===== src/rtl/pix_mix_pkg.sv =====
package pix_mix_pkg;

  localparam int CH_W  = 8;
  localparam int PIX_W = 32;

  typedef struct packed {
    logic [CH_W-1:0] r;
    logic [CH_W-1:0] g;
    logic [CH_W-1:0] b;
  } rgb_t;

  // Place the three channels into a display word; top byte always zero.
  function automatic logic [PIX_W-1:0] pack_pixel(rgb_t c, logic bgr);
    if (bgr) return {8'h00, c.b, c.g, c.r};
    return {8'h00, c.r, c.g, c.b};
  endfunction

  // Direct word holds blue in [23:16], green in [15:8], red in [7:0].
  function automatic rgb_t unpack_direct(logic [23:0] w);
    rgb_t c;
    c.b = w[23:16];
    c.g = w[15:8];
    c.r = w[7:0];
    return c;
  endfunction

endpackage


===== src/rtl/pix_line_pos.sv =====
module pix_line_pos #(
  parameter int MAX_W = 1024
) (
  input  logic                     clk,
  input  logic                     rst,
  input  logic [$clog2(MAX_W):0]   cfg_width,
  input  logic                     adv,
  output logic                     last
);
  localparam int PW = $clog2(MAX_W);
  localparam int WW = PW + 1;

  logic [PW-1:0] pos;
  logic [WW-1:0] lim_m1;

  // Out-of-range widths fall back to the full stride.
  always_comb begin
    if (cfg_width == '0 || cfg_width > WW'(MAX_W)) lim_m1 = WW'(MAX_W - 1);
    else                                           lim_m1 = cfg_width - 1'b1;
  end

  // ">=" also closes a line if the width shrinks mid-line.
  assign last = ({1'b0, pos} >= lim_m1);

  always_ff @(posedge clk) begin
    if (rst)      pos <= '0;
    else if (adv) pos <= last ? '0 : pos + 1'b1;
  end

  AST_POS_RESTART: assert property (@(posedge clk) disable iff (rst)
    adv && last |=> pos == '0);
  AST_POS_STEP: assert property (@(posedge clk) disable iff (rst)
    adv && !last |=> pos == $past(pos) + 1'b1);

endmodule


===== src/rtl/pix_in_stage.sv =====
module pix_in_stage #(
  parameter int IDX_W = 8
) (
  input  logic             clk,
  input  logic             rst,
  input  logic             in_valid,
  output logic             in_ready,
  input  logic [IDX_W-1:0] in_idx,
  input  logic [23:0]      in_rgb_word,
  input  logic [7:0]       in_tag,
  input  logic             in_eol,
  input  logic             down_en,
  output logic             s1_valid,
  output logic [IDX_W-1:0] s1_idx,
  output logic [23:0]      s1_rgb_word,
  output logic [7:0]       s1_tag,
  output logic             s1_eol
);

  assign in_ready = !s1_valid || down_en;

  always_ff @(posedge clk) begin
    if (rst)           s1_valid <= 1'b0;
    else if (in_ready) s1_valid <= in_valid;
  end

  // Data registers carry no reset so they map onto plain flops.
  always_ff @(posedge clk) begin
    if (in_ready && in_valid) begin
      s1_idx      <= in_idx;
      s1_rgb_word <= in_rgb_word;
      s1_tag      <= in_tag;
      s1_eol      <= in_eol;
    end
  end

  AST_S1_HOLD: assert property (@(posedge clk) disable iff (rst)
    s1_valid && !down_en |=> s1_valid && $stable(s1_idx) && $stable(s1_tag)
                             && $stable(s1_rgb_word) && $stable(s1_eol));

endmodule


===== src/rtl/pix_sel_stage.sv =====
module pix_sel_stage
  import pix_mix_pkg::*;
#(
  parameter logic [7:0] DIRECT_TAG = 8'h03
) (
  input  logic             clk,
  input  logic             rst,
  input  logic             up_valid,
  input  logic [7:0]       up_tag,
  input  logic [23:0]      up_rgb_word,
  input  logic             up_eol,
  input  rgb_t             pal_rgb,
  input  logic             cfg_bgr,
  output logic             down_en,
  input  logic             out_ready,
  output logic             out_valid,
  output logic [PIX_W-1:0] out_pixel,
  output logic             out_eol
);

  logic             use_direct;
  rgb_t             pick;
  logic [PIX_W-1:0] nxt_pixel;
  logic             load;

  assign down_en    = !out_valid || out_ready;
  assign load       = up_valid && down_en;
  assign use_direct = (up_tag == DIRECT_TAG);
  assign pick       = use_direct ? unpack_direct(up_rgb_word) : pal_rgb;
  assign nxt_pixel  = pack_pixel(pick, cfg_bgr);

  always_ff @(posedge clk) begin
    if (rst)          out_valid <= 1'b0;
    else if (down_en) out_valid <= up_valid;
  end

  always_ff @(posedge clk) begin
    if (load) begin
      out_pixel <= nxt_pixel;
      out_eol   <= up_eol;
    end
  end

  AST_OUT_HOLD: assert property (@(posedge clk) disable iff (rst)
    out_valid && !out_ready |=> out_valid && $stable(out_pixel) && $stable(out_eol));
  AST_TOP_ZERO: assert property (@(posedge clk) disable iff (rst)
    out_valid |-> out_pixel[31:24] == 8'h00);
  AST_DIRECT_RGB: assert property (@(posedge clk) disable iff (rst)
    load && use_direct && !cfg_bgr |=>
      out_pixel[23:0] == {$past(up_rgb_word[7:0]), $past(up_rgb_word[15:8]),
                          $past(up_rgb_word[23:16])});
  AST_TABLE_BGR: assert property (@(posedge clk) disable iff (rst)
    load && !use_direct && cfg_bgr |=>
      out_pixel[23:0] == {$past(pal_rgb.b), $past(pal_rgb.g), $past(pal_rgb.r)});

endmodule


===== src/rtl/pix_plane_mixer.sv =====
module pix_plane_mixer
  import pix_mix_pkg::*;
#(
  parameter int         IDX_W      = 8,
  parameter int         MAX_W      = 1024,
  parameter logic [7:0] DIRECT_TAG = 8'h03
) (
  input  logic                   clk,
  input  logic                   rst,
  input  logic                   cfg_bgr,
  input  logic [$clog2(MAX_W):0] cfg_width,
  input  logic                   in_valid,
  output logic                   in_ready,
  input  logic [IDX_W-1:0]       in_index,
  input  logic [31:0]            in_direct,
  input  logic [31:0]            in_ctrl,
  output logic [IDX_W-1:0]       pal_addr,
  input  logic [23:0]            pal_rgb,
  output logic                   out_valid,
  input  logic                   out_ready,
  output logic [31:0]            out_pixel,
  output logic                   out_eol
);

  logic             line_last;
  logic             accept;
  logic             s1_valid;
  logic [IDX_W-1:0] s1_idx;
  logic [23:0]      s1_rgb_word;
  logic [7:0]       s1_tag;
  logic             s1_eol;
  logic             down_en;
  rgb_t             pal_c;
  logic             ctrl_unused_bits;

  assign ctrl_unused_bits = ^{in_ctrl[23:0], in_direct[31:24]};
  assign accept   = in_valid && in_ready;
  assign pal_addr = s1_idx;
  assign pal_c    = rgb_t'(pal_rgb);

  pix_line_pos #(.MAX_W(MAX_W)) u_pos (
    .clk       (clk),
    .rst       (rst),
    .cfg_width (cfg_width),
    .adv       (accept),
    .last      (line_last)
  );

  pix_in_stage #(.IDX_W(IDX_W)) u_in (
    .clk         (clk),
    .rst         (rst),
    .in_valid    (in_valid),
    .in_ready    (in_ready),
    .in_idx      (in_index),
    .in_rgb_word (in_direct[23:0]),
    .in_tag      (in_ctrl[31:24]),
    .in_eol      (line_last),
    .down_en     (down_en),
    .s1_valid    (s1_valid),
    .s1_idx      (s1_idx),
    .s1_rgb_word (s1_rgb_word),
    .s1_tag      (s1_tag),
    .s1_eol      (s1_eol)
  );

  pix_sel_stage #(.DIRECT_TAG(DIRECT_TAG)) u_sel (
    .clk         (clk),
    .rst         (rst),
    .up_valid    (s1_valid),
    .up_tag      (s1_tag),
    .up_rgb_word (s1_rgb_word),
    .up_eol      (s1_eol),
    .pal_rgb     (pal_c),
    .cfg_bgr     (cfg_bgr),
    .down_en     (down_en),
    .out_ready   (out_ready),
    .out_valid   (out_valid),
    .out_pixel   (out_pixel),
    .out_eol     (out_eol)
  );

  AST_READY_IDLE: assert property (@(posedge clk) disable iff (rst)
    !out_valid |-> in_ready);
  AST_FLOW_ADVANCE: assert property (@(posedge clk) disable iff (rst)
    s1_valid && out_ready |=> out_valid);

endmodule


===== config.mk =====
export PLATFORM = sky130hd
export DESIGN_NAME = pix_plane_mixer
export DESIGN_NICKNAME = d
export VERILOG_FILES = /design/src/rtl/pix_mix_pkg.sv /design/src/rtl/pix_line_pos.sv /design/src/rtl/pix_in_stage.sv /design/src/rtl/pix_sel_stage.sv /design/src/rtl/pix_plane_mixer.sv
export SDC_FILE = /design/constraint.sdc
export NUM_CORES = 1
export LEC_CHECK = 0
export ABC_AREA = 1
export BUFFER_PORTS_ARGS = -buffer_cell sky130_fd_sc_hd__buf_2
export CAP_MARGIN = 40
export CORE_MARGIN = 2
export CORE_UTILIZATION = 25
export CTS_CLUSTER_DIAMETER = 200
export DETAILED_ROUTE_END_ITERATION = 10
export SYNTH_ARGS = -nofsm -noshare
export SYNTH_HDL_FRONTEND = slang
export SYNTH_SLANG_ARGS = --single-unit

===== constraint.sdc =====
create_clock -name clk -period 5.3 [get_ports clk]
set_clock_uncertainty 0.1 [all_clocks]
set_input_delay 0.53 -clock clk [delete_from_list [all_inputs] [get_ports clk]]
set_output_delay 0.53 -clock clk [all_outputs]
set_load 0.02 [all_outputs]

# --- Yosys cells after proc, flatten, opt, wreduce, memory -nomap -nowiden ---
# Cells that the tools add are included.
classes:
  muxes: 6
  eq_ne: 1
  order_cmp: 2
  reduce_logical: 8
  add_sub_neg: 2
op_table:
  columns: ["operator", "count"]
  rows:
  - ["2-to-1 mux 24 bit", 3]
  - [">= comparator 10 x 11 -> 1 bit", 1]
  - ["greater-than comparator 11 bit (second input constant)", 1]
  - ["logical NOT 11 bit", 1]
  - ["2-to-1 mux 11 bit", 1]
  - ["subtractor 11 x 1 -> 11 bit (second input constant)", 1]
  - ["adder 10 x 1 -> 10 bit (second input constant)", 1]
  - ["2-to-1 mux 10 bit", 1]
  - ["== test 8 x 2 -> 1 bit (second input constant)", 1]
  - ["logical OR 1 bit", 3]
  - ["logical AND 1 bit", 2]
  - ["logical NOT 1 bit", 2]
  - ["2-to-1 mux 1 bit", 1]
word_totals:
  in_bits: 112
  regBits: 78
  out_inout_bits: 43
  word_cells: 28

# --- Depth between registers and ports, before layout ---
depth:
  word_depth: 5
  depth_mapped: 17
  depth_no_buf: 17

# --- Cells and area by module ---
# A second synthesis with hierarchy kept.
hier_totals:
  hier_cells: 388
  hier_area_um2: 3925.0
modules_own_cells:
  columns: ["mod", "cells_each", "area_per_inst_um2", "seq_area_each_um2", "n_inst"]
  rows:
  - ["pix_sel_stage", 199, 1635.3, 770.7, 1]
  - ["pix_in_stage", 47, 1278.7, 1251.2, 1]
  - ["pix_line_pos", 140, 1003.5, 200.2, 1]
  - ["pix_plane_mixer", 2, 7.5, 0.0, 1]

# --- Least setup slack after synthesis ---
# Ideal clock, no wire load.
synth_timing:
  path_kind: "input to register"
  from: "input port cfg_width[0]"
  to: "register u_pos.pos[9]"
  setup_slack_ps: 2829
  required_time_ps: 5082
  path_stages: 13
  setup_time_ps: 118
  t_arrival_ps: 2253
  n_path_buf: 0
  cell_sequence: "inv_1 -> ha_1 -> nand4_2 -> xor2_2 -> nor3_1 -> ha_1 -> nand2_1 -> o21ai_0 -> nand3_1 -> nand4_1 -> nand2_1 -> nand2_2 -> nor2_1"
synth_between:
  elab_chain_len: 5
  elab_cells_between_ends: 7
  cone_classes: "add/sub: 1; order compare: 2; mux: 2; reduce/logical: 2"
synth_rtl:
  columns: ["item", "line_no", "source"]
  rows:
  - ["start: declaration", "pix_plane_mixer.sv:11", "input logic [$clog2(MAX_W):0] cfg_width,"]
  - ["greater-than comparator 11 bit / logical NOT 11 bit (equally long branches)", "pix_line_pos.sv:18", "if (cfg_width == '0 || cfg_width > WW'(MAX_W)) lim_m1 = WW'(MAX_W - 1);"]
  - ["logical OR 1 bit", "pix_line_pos.sv:18", null]
  - ["2-to-1 mux 11 bit (*)", "pix_line_pos.sv:18", null]
  - [">= comparator 10 x 11 -> 1 bit (*)", "pix_line_pos.sv:23", "assign last = ({1'b0, pos} >= lim_m1);"]
  - ["net line_last", "pix_plane_mixer.sv:25", "logic line_last;"]
  - ["2-to-1 mux 10 bit (*)", "pix_line_pos.sv:27", "else if (adv) pos <= last ? '0 : pos + 1'b1;"]
  - ["end signal: assignment", "pix_line_pos.sv:27", null]
  - ["end: declaration", "pix_line_pos.sv:13", "logic [PW-1:0] pos;"]
# Mark *: on every way through the listed nets, which the timed path passes. The rest lies on a longest branch.
# A chain may end at the register's enable or synchronous reset.

# --- Worst setup path after layout ---
layout_timing:
  from: "input port cfg_width[0]"
  to: "register u_pos.pos[1]"
# The elaborated chain is that of the path after synthesis.

==> impl_metrics.toml <==
[setup_path]
cp_data_arrival_time_ps = 2730
cp.required_ps = 5420
crit_type = "in -> reg"
path_cells = "buf_2, inv_1, ha_1, nand4_2, xor2_2, nor3_1, ha_1, nand2_1, o21ai_0, nand3_1, nand4_1, nand2_1, nand2_2, nor2_1"
max_stage_delay_ps = 340
rr_worst_depth = 5
path_delay_family = "simple AND/OR/NAND/NOR gates"
path_depth = 14
cp_num_buf_inv = 2
crit_path_start_kind = "input port"
critical_path.slowest_cell = "xor2_2"
crit_fanout = 10
endpoint_kind = "flip-flop"

[grt]
grt_pass1_vias = 2674
grt_max_degree = 41
track_usage_pct = 10.15
grt_pass1_wl_um = 12570
antenna_found_initial = 1
grt_overflow = 0

[synthesis]
yosysMostFrequentCell = "edfxtp_1"
synth_mux_area_share_pct = 7.713
yosys.area_share.adder_pct = 4.132
avgSynthCellArea_sq_um = 11.46
synth_area_sq_um = 3633
yosys_register_bits = 78
async_flop_share_pct = 0
ys.flop_type = "edfxtp_1"
synth.distinct_cells = 37
yosysTopAreaCell = "edfxtp_1"
synth_top_family_by_area = "simple AND/OR/NAND/NOR gates"
synth_warnings = 0
synth_area_leaders = "edfxtp_1 (55%), dfxtp_1 (6.6%), nand2_1 (5.0%)"
synth_xor_xnor_area_share_pct = 2.135
syn_inst = 317
synthTopCellsByCount = "edfxtp_1 (66), nand2_1 (48), inv_1 (42)"
synth_compound_area_share_pct = 4.787
synth_simple_gate_area_share_pct = 12.78
ys_seq_area_share_pct = 61.16
synth_top_area_share_pct = 54.55
synth_edf_count = 66

[floorplanning]
core_sq_um = 14370
io_pins = 155
start_util_pct = 25.29
die_area_sq_um = 15510
die_w_um = 124.6
die_h_um = 124.6
rows = 44

[sta]
fin_crit_ps = 2608
timing_max_transition_violations_final = 0
fmax_mhz = 383.5
hold_violations = 0
fin_crit_sh_pct = 49.20
finalSetupViolCount = 0
rsz0062_at_grt = "false"
setup_tns_ps = 0
timing.hold.ws_ps = 272.7

[pwr]
p_comb_share_pct = 9.4
clkPwrFrac_pct = 43.7
p_leak_nw = 2.168
p_int_mw = 1.197
switchingPower_uw = 321.4
p_seq_share_pct = 46.9
powerDensity_nw_per_um2 = 320.3
ir_drop_v = 0.0001570
switching_share_pct = 21.17

[placed_design]
dp_hpwl_um = 5950
dpl-instance-area_sq_um = 4410
place_inst = 612
gp_congestion = 0.7936
io_buffers = 114

[run]
max_cap_violations = 0

[cts]
clock_latency_ps = 330
clock_sinks = 78
cts_setup_buffers = 0
post_cts_resized = 0
cts_buffer_depth = 2
postCtsHoldBufs = 0
cts_tree = "done"
path_clk_slew_ps = 60
clockRootBuffer = "clkbuf_16"
htree_levels = 3
cts_buffers = 9

[detailed_routing]
num_vias = 2608
drc_errors = 0
drtAntennaViolNets = 0
firstDrtPassIters = 4
vias_per_cell = 4.146
drt-total-wl_um = 7593
first_iter_violations = 137
wire_per_inst_um = 12.07

[cells_and_area]
multi_input_area_sq_um = 1180
fin_cells = 629
postLayoutCellArea_sq_um = 4740
areaGrowthSynthToFinish_pct = 30.44
seq_area_sq_um = 2222
layout-drive-gt1-share_pct = 34.23
fillers = 1458
nets = 563

[hold_path]
hold_class = "in -> reg"
worstHoldPathCells = 1

[outcome]
outcome = "complete, no violations"
## layout make-up
class / instances / share of cell area (%)
Sequential cell: 78 / 46.88
Multi-Input combinational cell: 189 / 24.89
Timing Repair Buffer: 117 / 12.94
Clock buffer: 12 / 5.412
Tap cell: 184 / 4.857
Inverter: 44 / 3.485
Clock inverter: 4 / 1.478
Antenna cell: 1 / 0.05280
## placed cells by master, fill, tap and decap left out, drive strengths merged, types with 7 or more instances in the layout
cell type | netlist | layout
mux2 | 8 | 8
xor2 | 7 | 7
edfxtp | 66 | 66
a21oi | 8 | 8
buf | 13 | 117
nor3 | 8 | 8
o21ai | 18 | 18
nand2 | 50 | 50
clkbuf | 0 | 12
ha | 12 | 12
mux2i | 16 | 16
conb | 1 | 8
dfxtp | 12 | 12
nor2 | 30 | 30
nand4 | 7 | 7
inv | 44 | 44
## routing by layer
metal	global-route usage, %	vias to the layer above	wire length, um
li1	-	1311	-
met1	11.16	1221	3144
met2	17.68	61	3891
met5	0	-	0
met4	5.750	0	193
met3	2.706	15	362
## registers in the layout, indices dropped and copies added (netlist names)
| signal | flops |
|---|---|
| u_in.s1_rgb_word | 24 |
| u_sel.out_pixel | 24 |
| u_pos.pos | 10 |
| u_in.s1_idx | 8 |
| u_in.s1_tag | 8 |
| u_in.s1_eol | 1 |
| u_in.s1_valid | 1 |
| u_sel.out_eol | 1 |
| u_sel.out_valid | 1 |
## stage by stage
step / util [%] / setup slack (ps) / total power, mW
3_5_place_dp: 30.69 / 2282 / 0.8696
4_1_cts: 32.97 / 2649 / 1.542
3_3_place_gp: 30.50 / 2349 / 0.8604
2_1_floorplan: - / 2829 / 0.8098
6_report: 32.99 / 2692 / 1.518
5_1_grt: 32.99 / 2361 / 1.575
## path summary, 6_finish.rpt
path,slack (ps),startpoint,to
hold reg to reg,330,u_in.s1_eol,u_sel.out_eol
setup / recovery,2690,cfg_width[0],u_pos.pos[1]
setup reg to reg,3550,u_in.s1_tag[5],u_sel.out_pixel[2]
hold / removal,270,in_direct[18],u_in.s1_rgb_word[18]
## logic make-up after synthesis
| logic type | Yosys count |
|---|---|
| AND/OR/NAND/NOR | 105 |
| flip-flops | 78 |
| buffers and inverters | 57 |
| AO/OA/AOI/OAI | 32 |
| multiplexers | 24 |
| adder cells (fa/ha/maj) | 12 |
| XOR/XNOR | 8 |
| other | 1 |
## power by group through the flow
stage	Sequential [mW]	Clock [mW]	Combinational [mW]
global route	0.714	0.701	0.160
global placement	0.724	0	0.137
finish	0.711	0.664	0.143
CTS	0.712	0.685	0.145
floorplan	0.741	0	0.0683
detailed placement	0.725	0	0.145
Power figures use the tool's default switching activity.
